--- src/rtl/pst_pkg.sv ---
// Package: shared register addresses, field positions and clock-select codes
// for the PWM sync timer. Assumes addresses are compared as unsigned ints.
package pst_pkg;
    localparam int REG_CTRL = 0;
    localparam int REG_STAT = 1;
    localparam int REG_SYNC = 2;
    localparam int REG_MOD  = 3;
    localparam int REG_INIT = 4;
    localparam int REG_CNT  = 5;
    localparam int REG_CMP0 = 6;

    localparam int CTRL_IE_BIT  = 2;
    localparam int SYNC_MAX_BIT = 0;
    localparam int SYNC_SW_BIT  = 1;

    typedef enum logic [1:0] {
        CLK_OFF  = 2'b00,
        CLK_SYS  = 2'b01,
        CLK_RSV2 = 2'b10,
        CLK_RSV3 = 2'b11
    } clk_sel_e;
endpackage

--- src/rtl/pst_regs.sv ---
// Module: register port of the PWM sync timer. Holds control, sync settings,
// shadow buffers, the software sync request and the sticky overflow flag.
// Assumes CNT_W >= 3 so control fields fit in one data word.
module pst_regs
    import pst_pkg::*;
#(
    parameter int CNT_W  = 16,
    parameter int NUM_CH = 2,
    parameter int ADDR_W = 4
) (
    input  logic                        clk,
    input  logic                        rst_n,
    input  logic                        wr_en_i,
    input  logic                        rd_en_i,
    input  logic [ADDR_W-1:0]           addr_i,
    input  logic [CNT_W-1:0]            wdata_i,
    output logic [CNT_W-1:0]            rdata_o,
    input  logic [CNT_W-1:0]            cnt_i,
    input  logic                        wrap_i,
    input  logic                        load_i,
    output logic                        run_o,
    output logic                        max_sync_o,
    output logic                        sw_pend_o,
    output logic                        ovf_flag_o,
    output logic                        irq_o,
    output logic [CNT_W-1:0]            mod_buf_o,
    output logic [CNT_W-1:0]            init_buf_o,
    output logic [NUM_CH-1:0][CNT_W-1:0] cmp_buf_o
);
    int unsigned aidx;
    logic [1:0]  clk_sel_q;
    logic        irq_en_q;
    logic        clr_arm_q;
    logic        stat_wr, stat_rd, sync_wr;

    assign aidx    = int'(addr_i);
    assign stat_wr = wr_en_i && (aidx == REG_STAT);
    assign stat_rd = rd_en_i && (aidx == REG_STAT);
    assign sync_wr = wr_en_i && (aidx == REG_SYNC);
    assign run_o   = (clk_sel_q == CLK_SYS);
    assign irq_o   = ovf_flag_o && irq_en_q;

    // Control register and shadow buffers, written from the port.
    always_ff @(posedge clk) begin
        if (!rst_n) begin
            clk_sel_q  <= CLK_OFF;
            irq_en_q   <= 1'b0;
            mod_buf_o  <= '0;
            init_buf_o <= '0;
            cmp_buf_o  <= '0;
        end else if (wr_en_i) begin
            if (aidx == REG_CTRL) begin
                clk_sel_q <= wdata_i[1:0];
                irq_en_q  <= wdata_i[CTRL_IE_BIT];
            end
            if (aidx == REG_MOD)  mod_buf_o  <= wdata_i;
            if (aidx == REG_INIT) init_buf_o <= wdata_i;
            for (int c = 0; c < NUM_CH; c++) begin
                if (aidx == REG_CMP0 + c) cmp_buf_o[c] <= wdata_i;
            end
        end
    end

    // Sync settings: max-sync enable and self-clearing software request.
    always_ff @(posedge clk) begin
        if (!rst_n) begin
            max_sync_o <= 1'b0;
            sw_pend_o  <= 1'b0;
        end else begin
            if (sync_wr) max_sync_o <= wdata_i[SYNC_MAX_BIT];
            if (sync_wr && wdata_i[SYNC_SW_BIT]) sw_pend_o <= 1'b1;
            else if (load_i)                     sw_pend_o <= 1'b0;
        end
    end

    // Sticky overflow flag with read-as-one then write-zero clear.
    always_ff @(posedge clk) begin
        if (!rst_n) begin
            ovf_flag_o <= 1'b0;
            clr_arm_q  <= 1'b0;
        end else begin
            if (wrap_i)                                   ovf_flag_o <= 1'b1;
            else if (stat_wr && clr_arm_q && !wdata_i[0]) ovf_flag_o <= 1'b0;
            if (stat_wr)                     clr_arm_q <= 1'b0;
            else if (stat_rd && ovf_flag_o)  clr_arm_q <= 1'b1;
        end
    end

    // Read multiplexer, combinational on the address.
    always_comb begin
        rdata_o = '0;
        if (aidx == REG_CTRL) begin
            rdata_o[1:0]        = clk_sel_q;
            rdata_o[CTRL_IE_BIT] = irq_en_q;
        end
        if (aidx == REG_STAT) rdata_o[0] = ovf_flag_o;
        if (aidx == REG_SYNC) begin
            rdata_o[SYNC_MAX_BIT] = max_sync_o;
            rdata_o[SYNC_SW_BIT]  = sw_pend_o;
        end
        if (aidx == REG_MOD)  rdata_o = mod_buf_o;
        if (aidx == REG_INIT) rdata_o = init_buf_o;
        if (aidx == REG_CNT)  rdata_o = cnt_i;
        for (int c = 0; c < NUM_CH; c++) begin
            if (aidx == REG_CMP0 + c) rdata_o = cmp_buf_o[c];
        end
    end
endmodule

--- src/rtl/pst_counter.sv ---
// Module: period counter with live modulo/initial registers and the
// synchronization-point decision. Assumes buffers are stable registers.
module pst_counter #(
    parameter int CNT_W = 16
) (
    input  logic             clk,
    input  logic             rst_n,
    input  logic             run_i,
    input  logic             max_sync_i,
    input  logic             sw_pend_i,
    input  logic [CNT_W-1:0] mod_buf_i,
    input  logic [CNT_W-1:0] init_buf_i,
    output logic [CNT_W-1:0] cnt_o,
    output logic [CNT_W-1:0] mod_act_o,
    output logic             wrap_o,
    output logic             load_o
);
    logic [CNT_W-1:0] init_act_q;

    assign wrap_o = run_i && (cnt_o == mod_act_o);
    assign load_o = run_i ? (wrap_o && (max_sync_i || sw_pend_i)) : sw_pend_i;

    // Live modulo and initial values, taken from buffers at a sync point.
    always_ff @(posedge clk) begin
        if (!rst_n) begin
            mod_act_o  <= '0;
            init_act_q <= '0;
        end else if (load_o) begin
            mod_act_o  <= mod_buf_i;
            init_act_q <= init_buf_i;
        end
    end

    // Counter: count up, wrap to the initial value, restart on stopped load.
    always_ff @(posedge clk) begin
        if (!rst_n)       cnt_o <= '0;
        else if (wrap_o)  cnt_o <= load_o ? init_buf_i : init_act_q;
        else if (run_i)   cnt_o <= cnt_o + 1'b1;
        else if (load_o)  cnt_o <= init_buf_i;
    end
endmodule

--- src/rtl/pst_channel.sv ---
// Module: one PWM channel: live compare register and edge-aligned output.
// Assumes load_i is the shared synchronization strobe.
module pst_channel #(
    parameter int CNT_W = 16
) (
    input  logic             clk,
    input  logic             rst_n,
    input  logic             load_i,
    input  logic [CNT_W-1:0] cmp_buf_i,
    input  logic [CNT_W-1:0] cnt_i,
    output logic             pwm_o
);
    logic [CNT_W-1:0] cmp_act_q;

    // Live compare value, taken from its buffer at a sync point.
    always_ff @(posedge clk) begin
        if (!rst_n)      cmp_act_q <= '0;
        else if (load_i) cmp_act_q <= cmp_buf_i;
    end

    assign pwm_o = (cnt_i < cmp_act_q);
endmodule

--- src/rtl/pwm_sync_timer.sv ---
// Module: top of the edge-aligned PWM timer with buffered, synchronized
// reload and a sticky overflow interrupt. Assumes one clock domain.
module pwm_sync_timer #(
    parameter int CNT_W  = 16,
    parameter int NUM_CH = 2,
    parameter int ADDR_W = 4
) (
    input  logic              clk,
    input  logic              rst_n,
    input  logic              wr_en_i,
    input  logic              rd_en_i,
    input  logic [ADDR_W-1:0] addr_i,
    input  logic [CNT_W-1:0]  wdata_i,
    output logic [CNT_W-1:0]  rdata_o,
    output logic [NUM_CH-1:0] pwm_o,
    output logic              irq_o
);
    logic                         run_w, max_sync_w, sw_pend_w, ovf_flag_w;
    logic                         wrap_w, load_w;
    logic [CNT_W-1:0]             cnt_w, mod_act_w, mod_buf_w, init_buf_w;
    logic [NUM_CH-1:0][CNT_W-1:0] cmp_buf_w;

    pst_regs #(.CNT_W(CNT_W), .NUM_CH(NUM_CH), .ADDR_W(ADDR_W)) regs_i (
        .clk(clk), .rst_n(rst_n), .wr_en_i(wr_en_i), .rd_en_i(rd_en_i),
        .addr_i(addr_i), .wdata_i(wdata_i), .rdata_o(rdata_o),
        .cnt_i(cnt_w), .wrap_i(wrap_w), .load_i(load_w),
        .run_o(run_w), .max_sync_o(max_sync_w), .sw_pend_o(sw_pend_w),
        .ovf_flag_o(ovf_flag_w), .irq_o(irq_o),
        .mod_buf_o(mod_buf_w), .init_buf_o(init_buf_w), .cmp_buf_o(cmp_buf_w)
    );

    pst_counter #(.CNT_W(CNT_W)) cnt_i (
        .clk(clk), .rst_n(rst_n), .run_i(run_w), .max_sync_i(max_sync_w),
        .sw_pend_i(sw_pend_w), .mod_buf_i(mod_buf_w), .init_buf_i(init_buf_w),
        .cnt_o(cnt_w), .mod_act_o(mod_act_w), .wrap_o(wrap_w), .load_o(load_w)
    );

    for (genvar g = 0; g < NUM_CH; g++) begin : g_ch
        pst_channel #(.CNT_W(CNT_W)) ch_i (
            .clk(clk), .rst_n(rst_n), .load_i(load_w),
            .cmp_buf_i(cmp_buf_w[g]), .cnt_i(cnt_w), .pwm_o(pwm_o[g])
        );
    end
endmodule

--- config.mk ---
export PLATFORM = sky130hd
export DESIGN_NAME = pwm_sync_timer
export DESIGN_NICKNAME = d
export VERILOG_FILES = /design/src/rtl/pst_pkg.sv /design/src/rtl/pst_regs.sv /design/src/rtl/pst_counter.sv /design/src/rtl/pst_channel.sv /design/src/rtl/pwm_sync_timer.sv
export SDC_FILE = /design/constraint.sdc
export NUM_CORES = 1
export LEC_CHECK = 0
export ABC_CLOCK_PERIOD_IN_PS = 4320
export BUFFER_PORTS_ARGS = -buffer_cell sky130_fd_sc_hd__buf_4
export CORE_ASPECT_RATIO = 0.5
export CORE_MARGIN = 5
export CORE_UTILIZATION = 66
export DETAILED_ROUTE_END_ITERATION = 7
export GPL_ROUTABILITY_DRIVEN = 0
export GPL_TIMING_DRIVEN = 1
export MAX_ROUTING_LAYER = met4
export PLACE_DENSITY = 0.85
export SLEW_MARGIN = 25
export SYNTH_ARGS = -nofsm -noshare
export SYNTH_HDL_FRONTEND = slang
export SYNTH_SLANG_ARGS = --single-unit
export TNS_END_PERCENT = 30
--- constraint.sdc ---
create_clock -name clk -period 4.32 [get_ports clk]
set_input_delay 0.216 -clock clk [delete_from_list [all_inputs] [get_ports clk]]
set_output_delay 0.216 -clock clk [all_outputs]
set_load 0.005 [all_outputs]
==> results list <==
- Slew margin rel.: 30.5%
- For this design the static power due to leakage is 3.13 nW.
- Max-cap violations in this run came to 0.
- For this design, the CTS-stage hold fixing added 0 buffers.
- The number of global-route vias before repair is 6,773.
- The analysis attributes to net switching a power of 0.000814 W.
* Maximum number of pins on one net before global-route repair: 160
- Post-layout minimum cycle time: 2.60 ns
* Net count of the mapped netlist: 1,108
* Part of the total power dissipated in combinational logic: 6.3%
- Total Power: 0.00317 W
* Worst Setup Path Type: reg -> reg
- Counting cells, the worst reg-to-reg path comes to 8.
- The number of antenna violations at the first check in global routing came to 1.
- The worst setup path is captured at a flip-flop.
- Fraction of final layout cells with drive strength greater than 1: 8.27%
* Row Count: 28
- H-tree levels: 4
- Post-route clock period utilization: 60.2%
* Number of detailed-routing iterations run before antenna repair: 5
* CTS Root Cell: sky130_fd_sc_hd__clkbuf_16
- Hold Path Class: in -> reg
* Reg2Reg Setup Slack: 1.72 ns
- The worst register-to-register path ends at g_ch[1].ch_i.cmp_act_q[13].
- Pin slew with the least headroom to its limit: 1.04 ns
* Flip-flop and latch count after synthesis: 151
* Post-Synthesis Mean Instance Area: 7.49 µm²
- After detailed routing, the met3 layer carries 3520 µm of wire.
- Sequential elements use 38.3% of the synthesized area.
* Switching fraction of total power: 25.7%
- Share of power burned in the clock network: 48.8%
- In this run the count of I/O pins placed on the die edge is 43.
* Wire length per cell: 18.9 µm
* Final Max Tran Viols: 0
* Total overflow reported by the global router: 0
- After clock tree synthesis, the clock-pin slew on the worst setup and hold paths is 0.07 ns.
- TritonCTS built the clock tree.
- Tracing the worst setup path back leads to its startpoint at cnt_i.cnt_o[7].
- Initial core utilization: 67.2%
- Counting distinct cell types in the post-synthesis netlist gives 47.
- In this run, the number of DRC markers left after iteration 0 of detailed routing was 1,107.
* Residual DRC: 0
- Across the VDD grid, the largest voltage drop is 233 µV.
* Total routing usage reported by global routing: 33.7%
* Worst EP required: 4.61 ns
* Fmax: 385 MHz
* Die width: 165 µm
* Remaining antenna violation count after routing: 0
- Cell internal power was estimated by the tool at 0.00235 W.
* Final setup viols: 0
- Measured along the y axis, the die boundary spans 87.3 µm.
* Instance area after placement: 8140 µm²
* Top layer used by detailed routing: met4
- Sequential group share of total power: 44.9%
* List of cells traversed by the critical path: xnor2_1, nand4_1, nor4_4, buf_4, o21ai_4, buf_12, nand3_1, o21ai_0
* Setup repair after global routing missed its margin: no
- Cell with the largest stage delay on the worst path: sky130_fd_sc_hd__dfxtp_1
* Num CTS Buffers: 17
- Core Box Area: 11,700 µm²
- The routed design uses 9130 µm of met2 wire.
- Buffering stage count on the worst path with inverters included: 2
- Clock skew on the completed layout was measured at 0.00765 ns.
- Final hold analysis gives a worst-case slack of 0.0645 ns.
- In this run the critical register-to-register path is launched from cnt_i.cnt_o[7].
* Met1 layer wirelength in the final routing: 9980 µm
- Post CTS Setup Buffer Count: 0
* Crit-path leading delay family: buffers and inverters
- The clock reaches the later pin of the worst-skew pair after 0.43 ns.
- Number of clock sinks seen by CTS: 151
- Worst setup endpoint: g_ch[1].ch_i.cmp_act_q[13]
- Slowest Stage Delay on Critical Path: 0.61 ns
* Nets: 1,094
- Largest fanout on the critical path: 110
- Number of cells upsized or downsized after cts: 0
- In this run the tool buffered the top-level ports with 42 buffer cells.
* Maximum number of buffers from clock root to sink: 2
- Critical Path Start Type: flip-flop
* Detailed-placement wirelength estimate: 15,800 µm
* Gate Count Post-Synth: 1,053
- For this design the ratio of total power to cell area is 362 nW/µm².
- Data on the critical path arrives at its endpoint at 2.89 ns.
- The run finished with clean final reports.
* Avg Vias per Cell: 6.20
- In this run the number of cells on the critical path is 8.
- Die footprint: 14,400 µm²
- For this run, the number of Yosys warnings is 0.
- Summing all non-filler instances in the final layout gives an area of 8740 µm².
- After routing, the total negative slack on setup checks comes to 0 ns.
- Routed vias: 7,552
* Final hold violation count: 0
- The area growth from synthesis to layout is 10.9%.
- Wire length of the first global-routing pass: 36,100 µm
- Wires add up to 23,000 µm.
* Area of the mapped netlist: 7890 µm²
## Yosys cell counts, drive strengths merged
library cell  count  area (µm²)
nand3            84         420
nor3b             1        7.51
o22ai             2        12.5
o21a              1        7.51
a22oi             1        7.51
o31ai             2        15.0
a21oi            56         280
xor2              5        43.8
o32ai             1        8.76
o31a              2        17.5
inv              38         143
buf              25         140
mux2              1        11.3
nor2b             8        50.1
o41ai             1        8.76
and3              3        18.8
mux2i            13         130
a221o            13         130
o21ai            99         499
and4              2        17.5
a211o             2        17.5
a211oi            2        15.0
a311o             1        10.0
a21boi           66         495
o211ai            4        30.0
clkbuf           58         218
nand2           251         942
xnor2            24         210
a21o             13        97.6
nand4            14        87.6
ha               31         388
nor3             18        90.1
a31oi             4        25.0
dfxtp           151        3020
nor4              1        21.3
nand2b            5        31.3
nor2             46         175
and2              3        18.8
mux4              1        22.5
## stage by stage
stage	worst slack (ns)	instances	util [%]
3_5_place_dp	1.81	1185	69.3
4_1_cts	1.81	1217	74.5
6_report	1.72	1218	74.5
2_1_floorplan	2.33	1053	-
5_1_grt	1.53	1218	74.5
3_3_place_gp	1.90	1185	69.3
## placed cells by master (no fill, tap or decap), types with 5 or more instances in the layout
| cell type | instances |
|---|---|
| sky130_fd_sc_hd__a21boi_0 | 60 |
| sky130_fd_sc_hd__a21boi_1 | 6 |
| sky130_fd_sc_hd__a21o_1 | 13 |
| sky130_fd_sc_hd__a21oi_1 | 56 |
| sky130_fd_sc_hd__a221o_1 | 13 |
| sky130_fd_sc_hd__buf_4 | 48 |
| sky130_fd_sc_hd__clkbuf_16 | 17 |
| sky130_fd_sc_hd__dfxtp_1 | 151 |
| sky130_fd_sc_hd__ha_1 | 31 |
| sky130_fd_sc_hd__inv_1 | 38 |
| sky130_fd_sc_hd__inv_6 | 6 |
| sky130_fd_sc_hd__mux2i_1 | 13 |
| sky130_fd_sc_hd__nand2_1 | 251 |
| sky130_fd_sc_hd__nand2b_1 | 5 |
| sky130_fd_sc_hd__nand3_1 | 84 |
| sky130_fd_sc_hd__nand4_1 | 14 |
| sky130_fd_sc_hd__nor2_1 | 44 |
| sky130_fd_sc_hd__nor2b_1 | 8 |
| sky130_fd_sc_hd__nor3_1 | 18 |
| sky130_fd_sc_hd__o21ai_0 | 78 |
| sky130_fd_sc_hd__o21ai_1 | 20 |
| sky130_fd_sc_hd__xnor2_1 | 24 |
| sky130_fd_sc_hd__xor2_1 | 5 |
## how the worst min path moves through the flow
stage / from / endpoint / slack, ns / cells after the start
4_1_cts: wdata_i[4] / regs_i.cmp_buf_o[4] / 0.06 / 3
2_1_floorplan: wdata_i[11] / regs_i.init_buf_o[11] / 0.35 / 2
5_1_grt: wdata_i[14] / regs_i.mod_buf_o[14] / 0.06 / 3
6_report: wdata_i[3] / regs_i.mod_buf_o[3] / 0.06 / 3
3_5_place_dp: g_ch[1].ch_i.cmp_act_q[4] / g_ch[1].ch_i.cmp_act_q[4] / 0.45 / 2
3_3_place_gp: regs_i.clr_arm_q / regs_i.clr_arm_q / 0.44 / 2
## registers in the layout, indices dropped and copies added, names as in the netlist
signal	count
g_ch.ch_i.cmp_act_q	32
regs_i.cmp_buf_o	32
cnt_i.cnt_o	16
cnt_i.init_act_q	16
cnt_i.mod_act_o	16
regs_i.init_buf_o	16
regs_i.mod_buf_o	16
regs_i.clk_sel_q	2
regs_i.clr_arm_q	1
regs_i.irq_en_q	1
regs_i.max_sync_o	1
regs_i.ovf_flag_o	1
regs_i.sw_pend_o	1
## power by group through the flow
stage | clock network [W] | logic [W] | registers (W)
6_report | 0.00155 | 0.000199 | 0.00142
2_1_floorplan | 0 | 0.000135 | 0.00144
4_1_cts | 0.00154 | 0.000194 | 0.00142
5_1_grt | 0.00163 | 0.000215 | 0.00142
3_5_place_dp | 0 | 0.000191 | 0.00145
3_3_place_gp | 0 | 0.000187 | 0.00145
## metal layers
layer  global-route usage [%]  vias up
met3                     12.5       57
met4                     9.81        0
met2                     44.6      456
met5                        -        -
met1                     47.7     3476
li1                         -     3563
## worst reg2reg max path: stages, from the launching register on
cell and delay [ns]:
sky130_fd_sc_hd__dfxtp_1 0.61, sky130_fd_sc_hd__xnor2_1 0.19, sky130_fd_sc_hd__nand4_1 0.19, sky130_fd_sc_hd__nor4_4 0.29, sky130_fd_sc_hd__buf_4 0.38, sky130_fd_sc_hd__o21ai_4 0.21
sky130_fd_sc_hd__buf_12 0.28, sky130_fd_sc_hd__nand3_1 0.21, sky130_fd_sc_hd__o21ai_0 0.11
## layout make-up
class                   count  area (µm²)
diodes                      1        2.50
clock buffers              18         429
clock inverters            14         174
fillers                   884        2990
inverters                  38         143
multi-input cells         781        4370
flip-flops and latches    151        3020
well taps                 165         206
repair buffers             50         392
## cell families after synthesis
family,synth area share [%]
compound gates,21.3
xor+xnor,3.22
buf+inv,6.35
flops,38.3
mux,2.08
fa+ha+maj,4.92
simple gates,23.8
No activity file was read; power rests on OpenSTA's default activity.
